$ cat src/rtl/ser32_two_stage.sv
module ser32_two_stage #(
  parameter int LANES  = 4,
  parameter int LANE_W = 8
) (
  input  logic                      clk,
  input  logic                      rst,
  input  logic [LANES*LANE_W-1:0]   din,
  input  logic [1:0]                phase_sel,
  input  logic                      loop_n,
  output logic                      word_clk,
  output logic                      dout,
  output logic                      dloop
);
  localparam int WORD_W = LANES * LANE_W;
  localparam int CNT_W  = $clog2(WORD_W);

  logic [CNT_W-1:0]             cnt;
  logic [LANES-1:0][LANE_W-1:0] sr;
  logic [LANES-1:0]             lat;
  logic                         hr0, hr1, ser_q;
  logic                         load;

  assign load     = (cnt == {phase_sel, 3'b000});
  assign word_clk = ~cnt[CNT_W-1];

  always_ff @(posedge clk)
    if (rst) cnt <= '0;
    else     cnt <= cnt + 1'b1;

  always_ff @(posedge clk) begin
    if (rst) sr <= '0;
    else if (load) begin
      for (int k = 0; k < LANES; k++)
        for (int j = 0; j < LANE_W; j++)
          sr[k][LANE_W-1-j] <= din[WORD_W-1-k-LANES*j];
    end else if (cnt[1:0] == 2'd0) begin
      for (int k = 0; k < LANES; k++)
        sr[k] <= {sr[k][LANE_W-2:0], 1'b0};
    end
  end

  always_ff @(posedge clk)
    if (rst) lat <= '0;
    else if (cnt[1:0] == 2'd1)
      for (int k = 0; k < LANES; k++) lat[k] <= sr[k][LANE_W-1];

  always_ff @(posedge clk)
    if (rst) begin
      hr0 <= 1'b0;
      hr1 <= 1'b0;
    end else if (!cnt[0]) begin
      hr0 <= cnt[1] ? lat[0] : lat[2];
      hr1 <= cnt[1] ? lat[1] : lat[3];
    end

  always_ff @(posedge clk)
    if (rst) ser_q <= 1'b0;
    else     ser_q <= cnt[0] ? hr0 : hr1;

  assign dout  =  loop_n & ser_q;
  assign dloop = ~loop_n & ser_q;
endmodule

$ cat config.mk
export PLATFORM = sky130hd
export DESIGN_NAME = ser32_two_stage
export DESIGN_NICKNAME = d
export VERILOG_FILES = /design/src/rtl/ser32_two_stage.sv
export SDC_FILE = /design/constraint.sdc
export NUM_CORES = 1
export LEC_CHECK = 0
export ABC_AREA = 1
export BUFFER_PORTS_ARGS = -buffer_cell sky130_fd_sc_hd__buf_2
export CORE_ASPECT_RATIO = 0.7
export CORE_UTILIZATION = 27
export CTS_CLUSTER_SIZE = 25
export DETAILED_ROUTE_END_ITERATION = 8
export PLACE_DENSITY = 0.41
export RECOVER_POWER = 25
export SYNTH_ARGS = -nofsm -noshare
export SYNTH_HDL_FRONTEND = slang
export SYNTH_SLANG_ARGS = --single-unit
$ cat constraint.sdc
create_clock -name clk -period 1.8 [get_ports clk]
set_clock_uncertainty 0.1 [all_clocks]
set_input_delay 0.45 -clock clk [delete_from_list [all_inputs] [get_ports clk]]
set_output_delay 0.45 -clock clk [all_outputs]
set_load 0.02 [all_outputs]
==> metrics.csv, run 1 <==
metric;value;unit
fin_crit_sh;91.9;%
cts_max_path_buffers;2;
cts_tree;done;
total_power;2580;uW
ys_types;19;
insertion_delay;0.29;ns
gp_congestion;0.738;
via_per_inst;4.51;
htreeDepth;2;
worst_pin_slew;0.372;ns
numClockSinks;44;
chipWidth;113;microns
postRouteAntennaNets;0;
peakVddDrop;0.357;mV
max_freq;604;MHz
clkTransAtPathRegs;0.06;ns
hpwl;3790;microns
leakagePower;0.00135;uW
synth.area.top_cells;dfxtp_1, nand3_1, inv_1, a21oi_1, nand2_1;
cts_made_buffers;5;
ys_ff_latch;44;
antennaDiodeCount;0;
synth_fp_nets;372;
synth_seq_area_share;38.0;%
first_iter_violations;142;
io_pins;40;
whs;0.320;ns
utilization;34.2;%
grt_overflow_total;0;
cap_violations;0;
path_max_fanout;29;
grt_pass1_wl;9650;microns
vias;2111;
wl;5930;microns
port_buffers;39;
die_h;79.6;microns
cp_data_arrival_time;1.74;ns
worst-setup-path-type;register to register;
track_usage;13.9;%
core;0.00811;sq mm
synth_area_per_cell;6.99;sq um
start_util;28.6;%
endpoint_kind;register;
crit_required;1.89;ns
start_kind;register;
grt_max_degree;33;
fin_crit;1.65;ns
synth_largest_area_cell;dfxtp_1;
finalSetupViolCount;0;
grt_pass1_vias;1883;
finalHoldViolations;0;
powerDensity;931;mW/mm^2
rsz0062_at_grt;true;
synth.top_cell.area_share;38.0;%
drv_slew;0;
final_area;0.00277;sq mm
syn_area;0.00232;sq mm
die_area;0.00897;sq mm
wl_per_cell;12.7;microns
status;finished, final reports clean;
drc_errors;0;
yosys_warnings;0;
place_ws;0.0922;ns
rows;27;
cts-root-buf;clkbuf_16;
nets;407;
hold_class;input port to register;
area_delta_synth_final;19.4;%
placed_area;0.00263;sq mm
post_cts_buffers;0;
first_pass_iters;4;
relSlewSlack;75.2;%
synth_cells;332;
fin_ws;0.145;ns
layout-drive-gt1-share;20.2;%
antenna_found_initial;0;
==> registers in the layout, summed over array words and instances, names as in the netlist <==
register,count
lat,4
sr,32
hr0,1
cnt,5
ser_q,1
hr1,1
==> per-layer routing <==
| layer | vias up | share of wire (%) | GRT usage [%] |
|---|---|---|---|
| li1 | 1112 | - | - |
| met1 | 941 | 55 | 20.3 |
| met2 | 54 | 39 | 20.2 |
| met3 | 4 | 5.8 | 3.72 |
| met4 | 0 | 0.57 | 2.80 |
| met5 | - | 0 | 0 |
==> cells in the mapped netlist <==
| library cell | instances |
|---|---|
| a21oi_1 | 38 |
| buf_2 | 6 |
| buf_4 | 2 |
| buf_6 | 2 |
| clkbuf_1 | 10 |
| dfxtp_1 | 44 |
| ha_1 | 3 |
| inv_1 | 68 |
| inv_2 | 5 |
| nand2_1 | 43 |
| nand2_2 | 2 |
| nand3_1 | 61 |
| nor2_1 | 6 |
| nor2_2 | 2 |
| nor2_4 | 1 |
| o21ai_0 | 10 |
| o21bai_1 | 18 |
| o21bai_2 | 10 |
| xnor2_1 | 1 |
==> per-stage QoR <==
step | std cells | TNS (ns)
CTS | 468 | 0
global placement | 461 | 0
floorplan | 332 | 0
detailed placement | 461 | 0
global route | 468 | -0.0496
finish | 468 | 0
==> critical path: stages, from the launching register on <==
cell and delay [ns]:
dfxtp_1 0.31, inv_1 0.11, ha_1 0.19, inv_2 0.05, nor2_2 0.09, nand2_2 0.09, buf_6 0.21, o21bai_1 0.22
nand3_1 0.09, nand2_1 0.07, inv_1 0.03
==> cell families (layout without fill, tap and decap cells) <==
logic type | Yosys count | in the layout | synth area share, %
and+or+nand+nor | 115 | 115 | 22.7
buffers and inverters | 93 | 128 | 16.3
AOI/OAI and AO/OA | 76 | 76 | 21.0
DFF | 44 | 44 | 38.0
adders and majority gates | 3 | 3 | 1.62
xor gates and xnor gates | 1 | 1 | 0.378
==> path summary, 6_finish.rpt <==
kind	cells after the start	from	slack, ns	to
worst max register to register	10	cnt[1]	0.15	sr[31]
worst min register to register	2	sr[16]	0.37	sr[16]
worst max-delay path	10	cnt[1]	0.15	sr[31]
worst min-delay path	3	din[0]	0.32	sr[24]
==> cell type report <==
class / instances / area, sq um
fill: 882 / 5340
multi-input combinational: 195 / 1060
sequential: 44 / 881
timing repair buffer: 48 / 288
inverter: 73 / 277
tap: 101 / 126
clock buffer: 5 / 125
clock inverter: 2 / 12.5
==> layout by cell type (no fill, tap or decap), drive strengths merged, types with 3 or more instances in the layout <==
| cell | instances |
|---|---|
| a21oi | 38 |
| buf | 47 |
| clkbuf | 6 |
| dfxtp | 44 |
| ha | 3 |
| inv | 73 |
| nand2 | 45 |
| nand3 | 61 |
| nor2 | 9 |
| o21ai | 10 |
| o21bai | 28 |
==> what timing repair did <==
item / 4_1_cts / 5_1_grt
hold buffers: 0 / 0
resized for setup: 0 / 3
endpoints found under the setup margin: 0 / 32
==> power by group <==
group | leakage [uW] | switching [uW] | internal (uW) | total [uW]
sequential | 0.000362 | 28.2 | 1070 | 1100
combinational | 0.000923 | 359 | 226 | 585
clock | 0.0000657 | 390 | 504 | 895
total | 0.00135 | 777 | 1800 | 2580
Power figures use the tool's default switching activity.
==> run 2: changes to the inputs <==
Settings changed: ABC_AREA 1 to default, PLACE_DENSITY 0.41 to 0.42.
==> run 2 against run 1 <==
Net effect: critical path depth decreased by 4; worst setup slack got worse by 0.0036 ns; non-clock buffer count is 2 higher; clock-buffer cell count unchanged; die area decreased by 8.6%; sequential cell count unchanged; critical path type unchanged; critical endpoint is now sr[25]; highest routed layer unchanged.
==> metrics.csv, run 2 <==
metric;value;unit;change
powerDensity;900;mW/mm^2;was 931 mW/mm^2
max_freq;603;MHz;was 604 MHz
synth_top_flop_cell;dfxtp_1;;unchanged
layout-drive-gt1-share;23.3;%;was 20.2%
via_per_inst;5.19;;was 4.51
largest_register_ffs;32;;unchanged
synth_cells;240;;was 332
finalSetupViolCount;0;;unchanged
cts_tree;done;;unchanged
vias;1888;;was 2111
crit_required;1.91;ns;was 1.89 ns
worst-setup-path-type;register to register;;unchanged
port_buffers;39;;unchanged
syn_area;0.00212;sq mm;was 0.00232 sq mm
fin_ws;0.142;ns;was 0.145 ns
drv_slew;0;;unchanged
cp_data_arrival_time;1.77;ns;was 1.74 ns
synth_seq_area_share;41.6;%;was 38.0%
worstReg2RegStart;cnt[0];;was cnt[1]
yosysMostFrequentCell;dfxtp_1;;was inv_1
grt_overflow_total;0;;unchanged
die_h;76.1;microns;was 79.6 microns
die_area;0.00820;sq mm;was 0.00897 sq mm
worstReg2RegEnd;sr[25];;was sr[31]
nets;307;;was 407
ys_types;23;;was 19
grt_pass1_vias;1793;;was 1883
cts_max_path_buffers;2;;unchanged
r2r_slack;0.14;ns;was 0.15 ns
postRouteAntennaNets;0;;unchanged
r2r_cells;6;;was 10
worst_hold_path.endpoint;sr[16];;was sr[24]
htreeDepth;2;;unchanged
synth_area_per_cell;8.82;sq um;was 6.99 sq um
leakagePower;0.000937;uW;was 0.00135 uW
hpwl;3480;microns;was 3790 microns
peakVddDrop;0.322;mV;was 0.357 mV
grt_max_degree;61;;was 33
multi_input_area;0.00112;sq mm;was 0.00106 sq mm
antennaDiodeCount;0;;unchanged
worst_pin_slew;0.261;ns;was 0.372 ns
setup_tns;0;ns;unchanged
core;0.00745;sq mm;was 0.00811 sq mm
insertion_delay;0.29;ns;about the same
start_util;28.4;%;was 28.6%
yosys_warnings;0;;unchanged
path_max_fanout;23;;was 29
area_delta_synth_final;22.9;%;was 19.4%
seqCellArea;881;sq um;unchanged
track_usage;14.7;%;was 13.9%
io_pins;40;;unchanged
grt_pass1_wl;9530;microns;was 9650 microns
hp-start;din[1];;was din[0]
drc_errors;0;;unchanged
place_ws;0.127;ns;was 0.0922 ns
hold_buffers;0;;unchanged
ys_ff_latch;44;;unchanged
finalHoldViolations;0;;unchanged
rows;26;;was 27
endpoint_kind;register;;unchanged
chipWidth;108;microns;was 113 microns
wl;5640;microns;was 5930 microns
fin_crit_sh;92.1;%;was 91.9%
fin_crit;1.66;ns;was 1.65 ns
synth.top_cell.area_share;41.6;%;was 38.0%
first_pass_iters;4;;unchanged
gp_congestion;0.712;;was 0.738
max_flop_register;sr;;unchanged
clkTransAtPathRegs;0.08;ns;was 0.06 ns
layout_common_cells;dfxtp_1, buf_2, nor2_1;;was inv_1, nand3_1, dfxtp_1
status;finished, final reports clean;;unchanged
ys_top_cells_by_count;dfxtp_1, nor2_1, nand4_1;;was inv_1, nand3_1, dfxtp_1
antenna_found_initial;0;;unchanged
cts_made_buffers;5;;unchanged
relSlewSlack;82.5;%;was 75.2%
fillers;809;;was 882
hold_class;input port to register;;unchanged
cts-root-buf;clkbuf_8;;was clkbuf_16
synth_fp_nets;280;;was 372
numClockSinks;44;;unchanged
wl_per_cell;15.5;microns;was 12.7 microns
cap_violations;0;;unchanged
synth_largest_area_cell;dfxtp_1;;unchanged
layout_commonest_cell;dfxtp_1;;was inv_1
whs;0.304;ns;was 0.320 ns
synthArstFlopShare;0;%;unchanged
post_cts_buffers;0;;unchanged
whs_path_depth;3;;unchanged
first_iter_violations;89;;was 142
synth.area.top_cells;dfxtp_1, a311oi_1, o31ai_1, nand4_1, nor2_1;;was dfxtp_1, nand3_1, inv_1, a21oi_1, nand2_1
synth_edf_count;0;;unchanged
start_kind;register;;unchanged
top_regs;sr x32, cnt x5, lat x4;;unchanged
rsz0062_at_grt;false;;was true
==> run 2: cell count changes in the layout (fill, tap and decap cells not counted), moves of 10 or more <==
cell	delta
a311oi_1	+27
o21bai_2	-10
a21oi_1	-31
o21bai_1	-18
nand2_1	-38
nand3_1	-59
nand4_1	+32
inv_1	-65
o31ai_1	+28
nor2_1	+30
o21ai_0	-10
==> run 2: area by class of cell <==
class                           count  area share (%)
Multi-Input combinational cell    163            43.0
Timing Repair Buffer               50            14.2
Sequential cell                    44            33.8
Clock inverter                      1            1.15
Clock buffer                        5            2.64
Inverter                            3           0.433
Tap cell                           98            4.71
==> run 2: routing by layer <==
metal  GRT usage (%)  vias up  part of all wire [%]
met4            3.70        0                  0.44
li1                -      963                     -
met1            23.8      894                    55
met5               0        -                     0
met2            18.6       29                    41
met3            3.34        2                   3.8
==> run 2: worst max-delay path, cell delays in order, from the launching register on <==
cell and delay (ns):
dfxtp_1 0.31, inv_1 0.10, ha_2 0.23, nor2b_4 0.18, buf_12 0.17, nand4_1 0.17, a311oi_2 0.30
==> run 2: through the flow <==
step | instance area, sq um | utilization, % | cells | power [uW]
floorplan | 2120 | - | 240 | 1450
global placement | 2500 | 33.6 | 358 | 1640
detailed placement | 2500 | 33.6 | 358 | 1640
CTS | 2600 | 34.9 | 364 | 2370
global route | 2600 | 34.9 | 364 | 2490
finish | 2600 | 34.9 | 364 | 2340
==> run 2: where the power goes <==
group	switching (uW)	total (uW)	internal, uW	leakage, uW
Combinational	292	507	215	0.000525
Sequential	46.9	1110	1060	0.000362
Clock	328	726	399	0.0000501
Total	666	2340	1680	0.000937
==> run 2: worst max-delay path by stage <==
stage | startpoint | endpoint | slack [ns] | depth (start not counted)
finish | cnt[0] | sr[25] | 0.14 | 6
global route | cnt[0] | sr[25] | 0.008 | 6
CTS | cnt[0] | sr[25] | 0.11 | 6
detailed placement | cnt[0] | sr[25] | 0.13 | 6
global placement | cnt[0] | sr[25] | 0.14 | 6
floorplan | cnt[0] | sr[17] | -0.01 | 8
==> run 2: repair_timing <==
item,in CTS,in global routing
setup endpoints to repair,0,3
gates resized for setup,0,2
hold endpoints to repair,0,0
==> run 2: cells by family after synthesis <==
kind of cell	count (synthesis)	share of synthesized area, %
multiplexers	6	2.96
adder cells (fa/ha/maj)	3	1.77
buffers and inverters	33	7.03
XOR/XNOR	7	3.61
AO/OA/AOI/OAI	63	23.2
AND/OR/NAND/NOR	84	19.9
flip-flops	44	41.6
